==> src/rtl/stmem_bus_adapter.sv <==
module stmem_bus_adapter #(
  parameter int NCS   = 8,
  parameter int OFF_W = 26
) (
  input  logic                          clk,
  input  logic                          rst_n,
  input  logic                          req_valid,
  input  logic                          req_write,
  input  logic [1:0]                    req_size,
  input  logic [OFF_W+$clog2(NCS)-1:0]  req_addr,
  input  logic [31:0]                   req_wdata,
  output logic                          req_ready,
  output logic [31:0]                   req_rdata,
  input  logic [2*NCS-1:0]              cfg_width,
  input  logic [NCS-1:0]                cfg_bsel,
  output logic [NCS-1:0]                mem_cs_n,
  output logic [OFF_W-1:0]              mem_addr,
  output logic                          mem_rd_n,
  output logic                          mem_wr_n,
  output logic [3:0]                    mem_we_n,
  output logic [3:0]                    mem_bs_n,
  output logic [31:0]                   mem_dout,
  output logic                          mem_doe,
  input  logic [31:0]                   mem_din
);
  localparam int CSW = $clog2(NCS);

  typedef enum logic [2:0] {S_IDLE, S_ADDR, S_SETUP, S_STB1, S_STB2, S_HOLD} st_t;

  st_t              st;
  logic [CSW-1:0]   cs_q;
  logic             wr_q, bs_q;
  logic [1:0]       wl_q, sz_q, beat_q;
  logic [31:0]      wd_q, rd_q;
  logic [OFF_W-1:0] ba_q;

  logic [CSW-1:0] req_cs;
  logic [1:0]     req_wc, req_wl, req_sl;
  logic [1:0]     bl, wm, nm, last_beat;
  logic [3:0]     cov;
  logic [1:0]     xl [4];
  logic           active, strobe, wide, last;

  assign req_cs = req_addr[OFF_W +: CSW];
  assign req_wc = cfg_width[{req_cs, 1'b0} +: 2];
  assign req_wl = (req_wc == 2'd3) ? 2'd2 : req_wc;
  assign req_sl = (req_size == 2'd3) ? 2'd2 : req_size;

  assign bl = (sz_q > wl_q) ? wl_q : sz_q;
  assign wm = (wl_q == 2'd0) ? 2'd0 : (wl_q == 2'd1) ? 2'd1 : 2'd3;
  assign nm = (bl == 2'd0) ? 2'd0 : (bl == 2'd1) ? 2'd1 : 2'd3;

  always_comb begin
    last_beat = 2'd0;
    if (sz_q > wl_q) last_beat = (sz_q - wl_q == 2'd1) ? 2'd1 : 2'd3;
  end

  assign last   = (beat_q == last_beat);
  assign active = (st == S_SETUP) || (st == S_STB1) || (st == S_STB2) || (st == S_HOLD);
  assign strobe = (st == S_STB1) || (st == S_STB2);
  assign wide   = (wl_q != 2'd0);

  always_comb begin
    for (int l = 0; l < 4; l++) begin
      xl[l]  = (ba_q[1:0] & ~wm) | 2'(l);
      cov[l] = (2'(l) <= wm) && ((xl[l] & ~nm) == (ba_q[1:0] & ~nm));
    end
  end

  always_comb begin
    mem_dout = '0;
    for (int l = 0; l < 4; l++)
      if (wr_q && active && cov[l]) mem_dout[8*l +: 8] = wd_q[8*xl[l] +: 8];
  end

  assign mem_cs_n  = active ? ~(NCS'(1) << cs_q) : '1;
  assign mem_addr  = ba_q & ~OFF_W'(wm);
  assign mem_rd_n  = !(strobe && !wr_q);
  assign mem_wr_n  = !(strobe && wr_q && (!wide || bs_q));
  assign mem_we_n  = ~({4{strobe && wr_q && wide && !bs_q}} & cov);
  assign mem_bs_n  = ~({4{active && wide && bs_q}} & cov);
  assign mem_doe   = active && wr_q;
  assign req_ready = (st == S_HOLD) && last;
  assign req_rdata = rd_q;

  always_ff @(posedge clk or negedge rst_n) begin
    if (!rst_n) begin
      st     <= S_IDLE;
      cs_q   <= '0;
      wr_q   <= 1'b0;
      bs_q   <= 1'b0;
      wl_q   <= 2'd0;
      sz_q   <= 2'd0;
      beat_q <= 2'd0;
      wd_q   <= '0;
      rd_q   <= '0;
      ba_q   <= '0;
    end else begin
      case (st)
        S_IDLE: if (req_valid) begin
          cs_q   <= req_cs;
          wr_q   <= req_write;
          bs_q   <= cfg_bsel[req_cs];
          wl_q   <= req_wl;
          sz_q   <= req_sl;
          wd_q   <= req_wdata;
          rd_q   <= '0;
          beat_q <= 2'd0;
          ba_q   <= req_addr[OFF_W-1:0] &
                    ~OFF_W'((req_sl == 2'd0) ? 2'd0 : (req_sl == 2'd1) ? 2'd1 : 2'd3);
          st     <= S_ADDR;
        end
        S_ADDR:  st <= S_SETUP;
        S_SETUP: st <= S_STB1;
        S_STB1:  st <= S_STB2;
        S_STB2: begin
          if (!wr_q)
            for (int l = 0; l < 4; l++)
              if (cov[l]) rd_q[8*xl[l] +: 8] <= mem_din[8*l +: 8];
          st <= S_HOLD;
        end
        S_HOLD: begin
          if (last) st <= S_IDLE;
          else begin
            ba_q   <= ba_q + OFF_W'(nm) + OFF_W'(1);
            beat_q <= beat_q + 2'd1;
            st     <= S_SETUP;
          end
        end
        default: st <= S_IDLE;
      endcase
    end
  end
endmodule

==> config.mk <==
export PLATFORM = sky130hd
export DESIGN_NAME = stmem_bus_adapter
export DESIGN_NICKNAME = d
export VERILOG_FILES = /design/src/rtl/stmem_bus_adapter.sv
export SDC_FILE = /design/constraint.sdc
export NUM_CORES = 1
export LEC_CHECK = 0
export ABC_CLOCK_PERIOD_IN_PS = 7100
export BUFFER_PORTS_ARGS = -buffer_cell sky130_fd_sc_hd__buf_4
export CORE_MARGIN = 2
export CORE_UTILIZATION = 45
export CTS_BUF_LIST = sky130_fd_sc_hd__clkbuf_4 sky130_fd_sc_hd__clkbuf_8 sky130_fd_sc_hd__clkbuf_16
export CTS_CLUSTER_SIZE = 8
export DETAILED_ROUTE_END_ITERATION = 12
export GPL_ROUTABILITY_DRIVEN = 0
export PLACE_DENSITY = 0.73
export SLEW_MARGIN = 20
export SYNTH_ARGS = -nofsm -noshare
export SYNTH_HDL_FRONTEND = slang
export SYNTH_SLANG_ARGS = --single-unit
==> constraint.sdc <==
create_clock -name clk -period 7.1 [get_ports clk]
set_input_delay 0.355 -clock clk [delete_from_list [all_inputs] [get_ports clk]]
set_output_delay 0.355 -clock clk [all_outputs]
set_load 0.01 [all_outputs]
==> impl_metrics.json, run 1 <==
{
  "status": "finished, final reports clean",
  "clkSinkCount": 104,
  "synth_nets": 958,
  "tritoncts": "built",
  "powerDensity_mw_per_mm2": 430,
  "ctsResizeCount": 0,
  "syn_to_final_growth_pct": 29.3,
  "post-place-ws_ns": 3.30,
  "synth_top_family_by_area": "simple AND/OR/NAND/NOR gates",
  "grt_pass1_vias": 6549,
  "rr_endpoint": "ba_q[20]",
  "drc_errors": 0,
  "maxSlewHeadroom_pct": 31.2,
  "grt_max_degree": 66,
  "layout-drive-gt1-share_pct": 27.9,
  "final_cells": 1195,
  "ios": 233,
  "cts_root_buf": "clkbuf_16",
  "synth_mux_area_share_pct": 4.63,
  "layout_common_cells": "buf_4, nand2_1, dfrtp_1",
  "synthDistinctLibCells": 65,
  "setup_viol": 0,
  "antenna_found_initial": 0,
  "async_flop_share_pct": 100,
  "fmax_mhz": 234,
  "dp_hpwl_mm": 15.7,
  "grt_pass1_wl_mm": 34.6,
  "critical_path_class": "flip-flop to output port",
  "rr_worst_depth": 10,
  "initial_core_util_pct": 45.5,
  "post-route-util_pct": 58.9,
  "clk_latency_ns": 0.36,
  "synth_area_mm2": 0.00684,
  "arrival_ns": 3.92,
  "path_clk_slew_ns": 0.08,
  "ant_nets": 0,
  "port-buffer-count": 232,
  "critPathCaptureType": "output port",
  "avgSynthCellArea_um2": 8.34,
  "h-tree-depth": 3,
  "synth_compound_area_share_pct": 16.8,
  "cts_buffers": 9,
  "num_vias": 7052,
  "r2r_start": "wl_q[1]",
  "holdBufCountCts": 1,
  "totalWireLength_mm": 22.2,
  "wl_per_cell_um": 18.6,
  "drv_slew": 0,
  "finalCriticalPeriod_ns": 4.27,
  "cp-start-kind": "flip-flop",
  "fillCellCount": 1396,
  "num_rows": 45,
  "synth_xor_xnor_area_share_pct": 0.640,
  "layout_setup_ws_ns": 2.83,
  "hold_depth": 3,
  "core_mm2": 0.0150,
  "ys_seq_area_share_pct": 38.0,
  "first_iter_violations": 601,
  "setup_tns_ns": 0,
  "vias_per_cell": 5.90,
  "dieArea_mm2": 0.0162,
  "r2r_slack_ns": 3.43,
  "synth-main-ff-cell": "dfrtp_1",
  "grtUsageTotal_pct": 27.0,
  "nets": 1140,
  "hold_end": "wd_q[12]",
  "syn_inst": 820,
  "diodes": 0,
  "post_cts_buffers": 0,
  "critPathMaxFanout": 28,
  "total_leakage_power_nw": 4.19,
  "final_common_cell": "buf_4",
  "overflow": 0,
  "worst_slew_pin_slew_ns": 1.02,
  "peakVddDrop_mv": 0.254,
  "synth-seq-cells": 104,
  "final.period_utilization_pct": 60.2,
  "drt_pass1_iterations": 5,
  "yosysWarnings": 0,
  "synth_adder_area_share_pct": 2.96,
  "yosys.area_share.simple_pct": 29.8,
  "max-cap-violations": 0,
  "cp.required_ns": 6.74,
  "hp-start": "req_wdata[12]",
  "total_power_mw": 3.80,
  "skew_ns": 0.00853,
  "rsz0062_at_grt": "no",
  "min_path_type": "input pin to flip-flop",
  "cts_max_path_buffers": 2,
  "synth_enable_flop_cells": 0,
  "hold_viol": 0,
  "die_w_um": 127,
  "dpl.cell_count": 1178,
  "die_y_um": 127
}
## per-stage QoR
step	area [µm²]	hold slack [ns]
after global routing	8850	0.176
final	8850	0.180
after floorplan	6840	0.0594
after detailed placement	8510	0.373
after CTS	8850	0.174
after global placement	8510	0.375
## worst max path at each step
stage	slack (ns)	startpoint	cells past startpoint	end
detailed placement	3.30	wl_q[1]	12	mem_dout[5]
finish	2.83	wl_q[1]	12	mem_dout[5]
floorplan	3.84	wl_q[1]	12	mem_dout[0]
global placement	3.40	wl_q[1]	12	mem_dout[0]
global route	2.53	wl_q[1]	12	mem_dout[1]
CTS	2.88	wl_q[1]	12	mem_dout[5]
## worst max-delay path, stage by stage (launching register included)
cell      delay [ns]
dfrtp_1         0.46
inv_1           0.18
fa_1            0.51
a21bo_2         0.24
nor2_1          0.04
nor4_1          0.45
ha_1            0.39
a2111o_1        0.18
and3_1          0.16
buf_4           0.35
nand2_4         0.16
a211oi_1        0.26
buf_4           0.17
## sequential cells by signal (all words and copies together) (netlist names)
signal and cells:
wl_q 2, bs_q 1, cs_q 3, wd_q 32, ba_q 26, req_rdata 32
st 3, wr_q 1, beat_q 2, sz_q 2
## Yosys cell counts (4+ instances only)
master | number | area share [%]
and4_1 | 4 | 0.51
nand4_1 | 28 | 2.6
buf_4 | 25 | 2.7
nand2b_1 | 5 | 0.46
nand3b_1 | 7 | 0.77
mux2i_1 | 17 | 2.5
buf_1 | 6 | 0.33
nand2_1 | 199 | 11
a32oi_1 | 8 | 1.0
clkbuf_1 | 29 | 1.6
a22oi_1 | 11 | 1.2
inv_1 | 21 | 1.2
nor3_1 | 12 | 0.88
a21oi_1 | 38 | 2.8
o21ai_0 | 12 | 0.88
mux4_2 | 6 | 2.0
nor2b_1 | 6 | 0.55
nand3_1 | 64 | 4.7
nor4_1 | 8 | 0.73
buf_2 | 10 | 0.73
a311oi_1 | 4 | 0.51
ha_1 | 13 | 2.4
a211oi_1 | 21 | 2.3
o311a_1 | 7 | 1.0
nor2_1 | 41 | 2.2
and3_1 | 29 | 2.7
a22o_1 | 10 | 1.3
dfrtp_1 | 104 | 38
o221ai_1 | 16 | 2.0
## power breakdown
part | switching [mW] | total [mW] | leakage, nW | internal, mW
Clock | 0.239 | 0.560 | 0.163 | 0.321
Sequential | 0.318 | 1.18 | 1.32 | 0.858
Combinational | 1.21 | 2.07 | 2.70 | 0.852
## layer usage
layer / vias to the layer above / GRT usage [%] / part of all wire [%]
li1: 3306 / - / -
met2: 332 / 42.9 / 47
met5: - / 0 / 0
met3: 52 / 7.20 / 9.1
met4: 0 / 8.27 / 2.4
met1: 3362 / 36.3 / 41
## area by class of cell
| class | instances | area (µm²) | area share, % |
|---|---|---|---|
| clock buffers | 10 | 239 | 2.70 |
| clock inverters | 6 | 91.3 | 1.03 |
| inverters | 23 | 86.3 | 0.976 |
| multi-input cells | 620 | 3760 | 42.5 |
| flip-flops and latches | 104 | 2600 | 29.4 |
| well taps | 188 | 235 | 2.66 |
| repair buffers | 244 | 1830 | 20.7 |
## cells by family after synthesis
kind of cell,Yosys count
fa+ha+maj,15
buf+inv,96
compound gates,153
flops,104
xor+xnor,5
mux,24
simple gates,423
(Power assumes the default switching activity.)
==> inputs of run 2 (changes only) <==
--- a/config.mk
+++ b/config.mk
@@ -5,7 +5,8 @@
 export SDC_FILE = /design/constraint.sdc
 export NUM_CORES = 1
 export LEC_CHECK = 0
-export ABC_CLOCK_PERIOD_IN_PS = 7100
+export ABC_AREA = 1
+export ABC_CLOCK_PERIOD_IN_PS = 3900
 export BUFFER_PORTS_ARGS = -buffer_cell sky130_fd_sc_hd__buf_4
 export CORE_MARGIN = 2
 export CORE_UTILIZATION = 45
@@ -13,7 +14,7 @@
 export CTS_CLUSTER_SIZE = 8
 export DETAILED_ROUTE_END_ITERATION = 12
 export GPL_ROUTABILITY_DRIVEN = 0
-export PLACE_DENSITY = 0.73
+export PLACE_DENSITY = 0.75
 export SLEW_MARGIN = 20
 export SYNTH_ARGS = -nofsm -noshare
 export SYNTH_HDL_FRONTEND = slang
==> constraint.sdc (replaced) <==
create_clock -name clk -period 3.9 [get_ports clk]
set_input_delay 0.195 -clock clk [delete_from_list [all_inputs] [get_ports clk]]
set_output_delay 0.195 -clock clk [all_outputs]
set_load 0.01 [all_outputs]
==> impl_metrics.json, run 2 <==
{
  "fillCellCount": 1619,
  "post-place-ws_ns": 0.470,
  "netlist.area_leader.share_pct": 35.5,
  "fmax_mhz": 288,
  "hold_viol": 0,
  "overflow": 0,
  "drc_errors": 0,
  "clkSinkCount": 104,
  "synthDistinctLibCells": 43,
  "layout_setup_ws_ns": 0.429,
  "total_leakage_power_nw": 4.93,
  "setup_viol": 0,
  "maxSlewHeadroom_pct": 43.7,
  "initial_core_util_pct": 46.2,
  "peakVddDrop_mv": 0.308,
  "vias_per_cell": 5.16,
  "port-buffer-count": 232,
  "path_cells": "inv_2 -> fa_1 -> nand2_1 -> nand2_1 -> a21oi_1 -> ha_1 -> inv_1 -> nand4_2 -> nand4_4 -> inv_1 -> nand2_1 -> nor2_1 -> buf_4",
  "powerDensity_mw_per_mm2": 745,
  "yosysWarnings": 0,
  "totalWireLength_mm": 22.8,
  "drv_slew": 0,
  "synth.most_common_cell": "nand2_1",
  "synth_area_leaders": "dfrtp_1, nand2_1, nor2_1, o21ai_0, inv_1",
  "critPathCaptureType": "output port",
  "crit_top_cell": "nand2_1",
  "final_cells": 1540,
  "max-cap-violations": 0,
  "dpl.cell_count": 1522,
  "clk_latency_ns": 0.36,
  "rsz0062_at_grt": "no",
  "synth_area_mm2": 0.00734,
  "ios": 233,
  "synth-seq-cells": 104,
  "setup_tns_ns": 0,
  "antenna_found_initial": 0,
  "layout_common_cells": "nand2_1, buf_4, nor2_1",
  "status": "finished, final reports clean",
  "num_vias": 7940,
  "yosysTopAreaCell": "dfrtp_1",
  "synth_enable_flop_cells": 0,
  "min_path_type": "input pin to flip-flop",
  "core_mm2": 0.0159,
  "grt_pass1_vias": 7399,
  "tritoncts": "built",
  "synth_nets": 1271,
  "dp_hpwl_mm": 17.2,
  "critical_path_class": "flip-flop to output port",
  "wl_per_cell_um": 14.8,
  "arrival_ns": 3.28,
  "ys_seq_area_share_pct": 35.5,
  "finalCriticalPeriod_ns": 3.47,
  "die_w_um": 132,
  "worst_slew_pin_slew_ns": 0.843,
  "nets": 1457,
  "path_clk_slew_ns": 0.08,
  "async_flop_share_pct": 100,
  "syn_to_final_growth_pct": 27.5,
  "syn_inst": 1133,
  "synth-main-ff-cell": "dfrtp_1",
  "cp-start-kind": "flip-flop",
  "synth_common_cells": "nand2_1, nor2_1, dfrtp_1, inv_1, o21ai_0",
  "layout-drive-gt1-share_pct": 22.2,
  "grtUsageTotal_pct": 25.9,
  "final_common_cell": "nand2_1",
  "grt_max_degree": 60,
  "avgSynthCellArea_um2": 6.47,
  "skew_ns": 0.0132,
  "cts_root_buf": "clkbuf_16",
  "drt_pass1_iterations": 5,
  "final.period_utilization_pct": 89.0,
  "worst_path_largest_cell_delay_ns": 0.47,
  "die_y_um": 132,
  "cts_max_path_buffers": 2,
  "dieArea_mm2": 0.0173,
  "num_rows": 46,
  "cts_buffers": 9,
  "ant_nets": 0,
  "critPathMaxFanout": 12,
  "cp.required_ns": 3.70,
  "crit_slowest_cell": "dfrtp_2",
  "first_iter_violations": 576,
  "grt_pass1_wl_mm": 36.9,
  "diodes": 0,
  "h-tree-depth": 3
}
## run 2: cell types whose count changed in the layout (fill, tap and decap cells not counted), sizes merged, moves of 10 or more
cell / change
inv: +72
a211oi: -15
o21ai: +66
mux2i: -17
a22o: -10
nand2: +230
nor2: +111
a22oi: -11
o221ai: -16
and3: -28
## run 2: final cells by class
class                   instances  area, µm²  area share, %
well taps                     216        270           2.89
flip-flops and latches        104       2600           27.8
repair buffers                245       1840           19.7
clock inverters                 6       52.6          0.562
clock buffers                  10        239           2.55
inverters                      93        349           3.73
multi-input cells             866       4000           42.8
## run 2: worst paths after layout
path	from	end	slack (ns)	cells past startpoint
max	wl_q[1]	mem_dout[19]	0.43	13
min in group asynchronous	rst_n	ba_q[10]	0.36	2
max in group asynchronous	rst_n	req_rdata[9]	2.68	3
max reg2reg	wl_q[1]	ba_q[24]	0.67	15
min reg2reg	wd_q[22]	wd_q[22]	0.47	2
min	req_wdata[18]	wd_q[18]	0.03	3
## run 2: kinds of logic (layout without fill, tap and decap cells)
family / after synthesis / in the layout / share of synthesized area, %
and+or+nand+nor: 694 / 694 / 39.2
buffers and inverters: 163 / 354 / 10.2
AOI/OAI and AO/OA: 147 / 147 / 11.2
DFF: 104 / 104 / 35.5
adders and majority gates: 15 / 15 / 2.76
xor gates and xnor gates: 10 / 10 / 1.19
## run 2: worst max-delay path: cells and delay by family, from the launching register on
family / cells / cell delay [ns]
compound gates: 1 / 0.23
fa+ha+maj: 2 / 0.69
buf+inv: 4 / 0.45
flops: 1 / 0.47
simple gates: 6 / 1.06
## run 2: layer usage
layer / part of all wire [%] / GRT usage (%)
met5: 0 / 0
met4: 2.9 / 9.36
met3: 6.8 / 4.36
met2: 48 / 44.3
met1: 42 / 33.1
## run 2: what timing repair did
action | in CTS | in global routing
gates resized for setup | 0 | 1
hold buffers | 1 | 0
setup endpoints to repair | 0 | 8
endpoints found under the hold margin | 40 | 0
setup buffers | 0 | 1
## run 2: through the flow
| stage | hold WS, ns | total power [mW] | utilization (%) | instance area (µm²) |
|---|---|---|---|---|
| final | 0.0325 | 6.97 | 58.9 | 9360 |
| after global routing | 0.0358 | 7.60 | 58.9 | 9360 |
| after CTS | 0.0234 | 6.97 | 58.8 | 9350 |
| after detailed placement | 0.225 | 6.04 | 56.9 | 9050 |
| after global placement | 0.227 | 5.94 | 56.9 | 9050 |
| after floorplan | -0.101 | 4.80 | - | 7340 |
## run 2: power breakdown
part           switching [mW]  total (mW)  internal, mW
clock network           0.440       0.900         0.460
logic                    2.54        4.06          1.53
registers               0.459        2.00          1.55
total                    3.44        6.97          3.53
==> inputs of run 3 (changes only) <==
==> constraint.sdc (replaced) <==
create_clock -name clk -period 3.9 [get_ports clk]
set_input_delay 0.78 -clock clk [delete_from_list [all_inputs] [get_ports clk]]
set_output_delay 0.78 -clock clk [all_outputs]
set_load 0.01 [all_outputs]
==> impl_metrics.json, run 3 (synthesis gave the netlist of run 2 again) <==
{
  "status": "finished, final reports clean",
  "wl_per_cell_um": 14.7,
  "clkSinkCount": 104,
  "critPathMaxFanout": 8,
  "initial_core_util_pct": 46.2,
  "dp_hpwl_mm": 16.9,
  "maxSlewHeadroom_pct": 45.6,
  "finalCriticalPeriod_ns": 3.83,
  "grt_max_degree": 55,
  "grtUsageTotal_pct": 26.1,
  "critPathCaptureType": "output port",
  "hold_viol": 0,
  "rsz0062_at_grt": "yes",
  "ios": 233,
  "ant_nets": 0,
  "grt_pass1_wl_mm": 37.1,
  "cp-startpoint": "sz_q[0]",
  "path_clk_slew_ns": 0.07,
  "die_w_um": 132,
  "first_iter_violations": 800,
  "r2r_start": "sz_q[0]",
  "rr_endpoint": "ba_q[24]",
  "port-buffer-count": 232,
  "cp.required_ns": 3.12,
  "h-tree-depth": 3,
  "final_common_cell": "nand2_1",
  "skew_ns": 0.0126,
  "diodes": 0,
  "cts_buffers": 9,
  "cts_max_path_buffers": 2,
  "antenna_found_initial": 0,
  "clk_latency_ns": 0.36,
  "layout_setup_ws_ns": 0.0746,
  "fmax_mhz": 261,
  "drc_errors": 0,
  "post-route-util_pct": 59.7,
  "cts_root_buf": "clkbuf_16",
  "powerDensity_mw_per_mm2": 750,
  "drt_pass1_iterations": 5,
  "setup_viol": 0,
  "final_cells": 1546,
  "peakVddDrop_mv": 0.360,
  "tritoncts": "built",
  "overflow": 0,
  "post-place-ws_ns": 0.335,
  "critical_path_class": "flip-flop to output port",
  "arrival_ns": 3.05,
  "dpl.cell_count": 1525,
  "total_leakage_power_nw": 4.98,
  "totalWireLength_mm": 22.7,
  "r2r_slack_ns": 0.44,
  "cp-start-kind": "flip-flop",
  "num_vias": 7914,
  "dieArea_mm2": 0.0173,
  "core_mm2": 0.0159,
  "layout_common_cells": "nand2_1, buf_4, nor2_1",
  "drv_slew": 0,
  "max-cap-violations": 0,
  "num_rows": 46,
  "crit_end": "mem_dout[3]",
  "hold_ws_ns": 0.459,
  "grt_pass1_vias": 7389,
  "vias_per_cell": 5.12,
  "final.period_utilization_pct": 98.1,
  "layout-drive-gt1-share_pct": 23.3,
  "nets": 1463,
  "rr_worst_depth": 18,
  "syn_to_final_growth_pct": 29.2,
  "die_y_um": 132,
  "worst_slew_pin_slew_ns": 0.815,
  "min_path_type": "input pin to async pin"
}
==> run 3: cell count changes in the layout (fill, tap and decap cells not counted), sizes merged <==
cell         delta
bufinv          +1
buf             +7
clkbuf          -1
dlygate4sd3     -1
==> run 3: how the worst min path moves through the flow <==
stage / start / end / cells after the start
2_1_floorplan: wd_q[16] / wd_q[16] / 2
3_3_place_gp: wd_q[18] / wd_q[18] / 2
3_5_place_dp: wd_q[19] / wd_q[19] / 2
4_1_cts: rst_n / req_rdata[1] / 1
5_1_grt: wd_q[7] / wd_q[7] / 2
6_report: rst_n / req_rdata[1] / 1
==> run 3: final cells by class <==
class,instances,area [µm²]
Multi-Input combinational cell,866,4040
Inverter,93,349
Fill cell,1555,6410
Sequential cell,104,2600
Clock inverter,7,78.8
Tap cell,216,270
Timing Repair Buffer,251,1910
Clock buffer,9,225
==> run 3: per-stage QoR <==
stage,TNS [ns],power (mW),instance area (µm²)
after CTS,0,7.03,9390
after floorplan,0,4.80,7340
after detailed placement,0,6.06,9080
final,0,7.11,9480
after global placement,0,5.98,9080
after global routing,-0.433,7.76,9480
==> run 3: what timing repair did <==
action	CTS	global route
setup buffers	0	5
pin swaps	0	3
setup endpoints to repair	7	19
hold buffers	0	0
gates resized for setup	1	13
==> run 3: routing by layer <==
layer	vias up	GRT usage [%]	share of wire, %
met5	-	0	0
met4	0	11.5	3.6
met3	64	4.78	6.4
met2	301	41.4	46
met1	3585	34.8	44
li1	3964	-	-
==> run 3: worst max-delay path, stage by stage (launching register included) <==
cell      delay (ns)
dfrtp_1         0.36
inv_1           0.09
ha_1            0.16
inv_1           0.05
fa_1            0.39
nand2_2         0.11
nand2_1         0.09
a21oi_2         0.17
ha_2            0.20
inv_1           0.05
nand4_2         0.13
buf_6           0.14
nand2_1         0.08
nor2_4          0.20
nand2_4         0.12
a211oi_1        0.19
buf_4           0.16
==> run 3: report_power, final <==
group / total, mW / switching [mW] / internal (mW)
sequential: 1.99 / 0.447 / 1.54
clock: 0.948 / 0.443 / 0.505
combinational: 4.17 / 2.59 / 1.58
total: 7.11 / 3.48 / 3.63
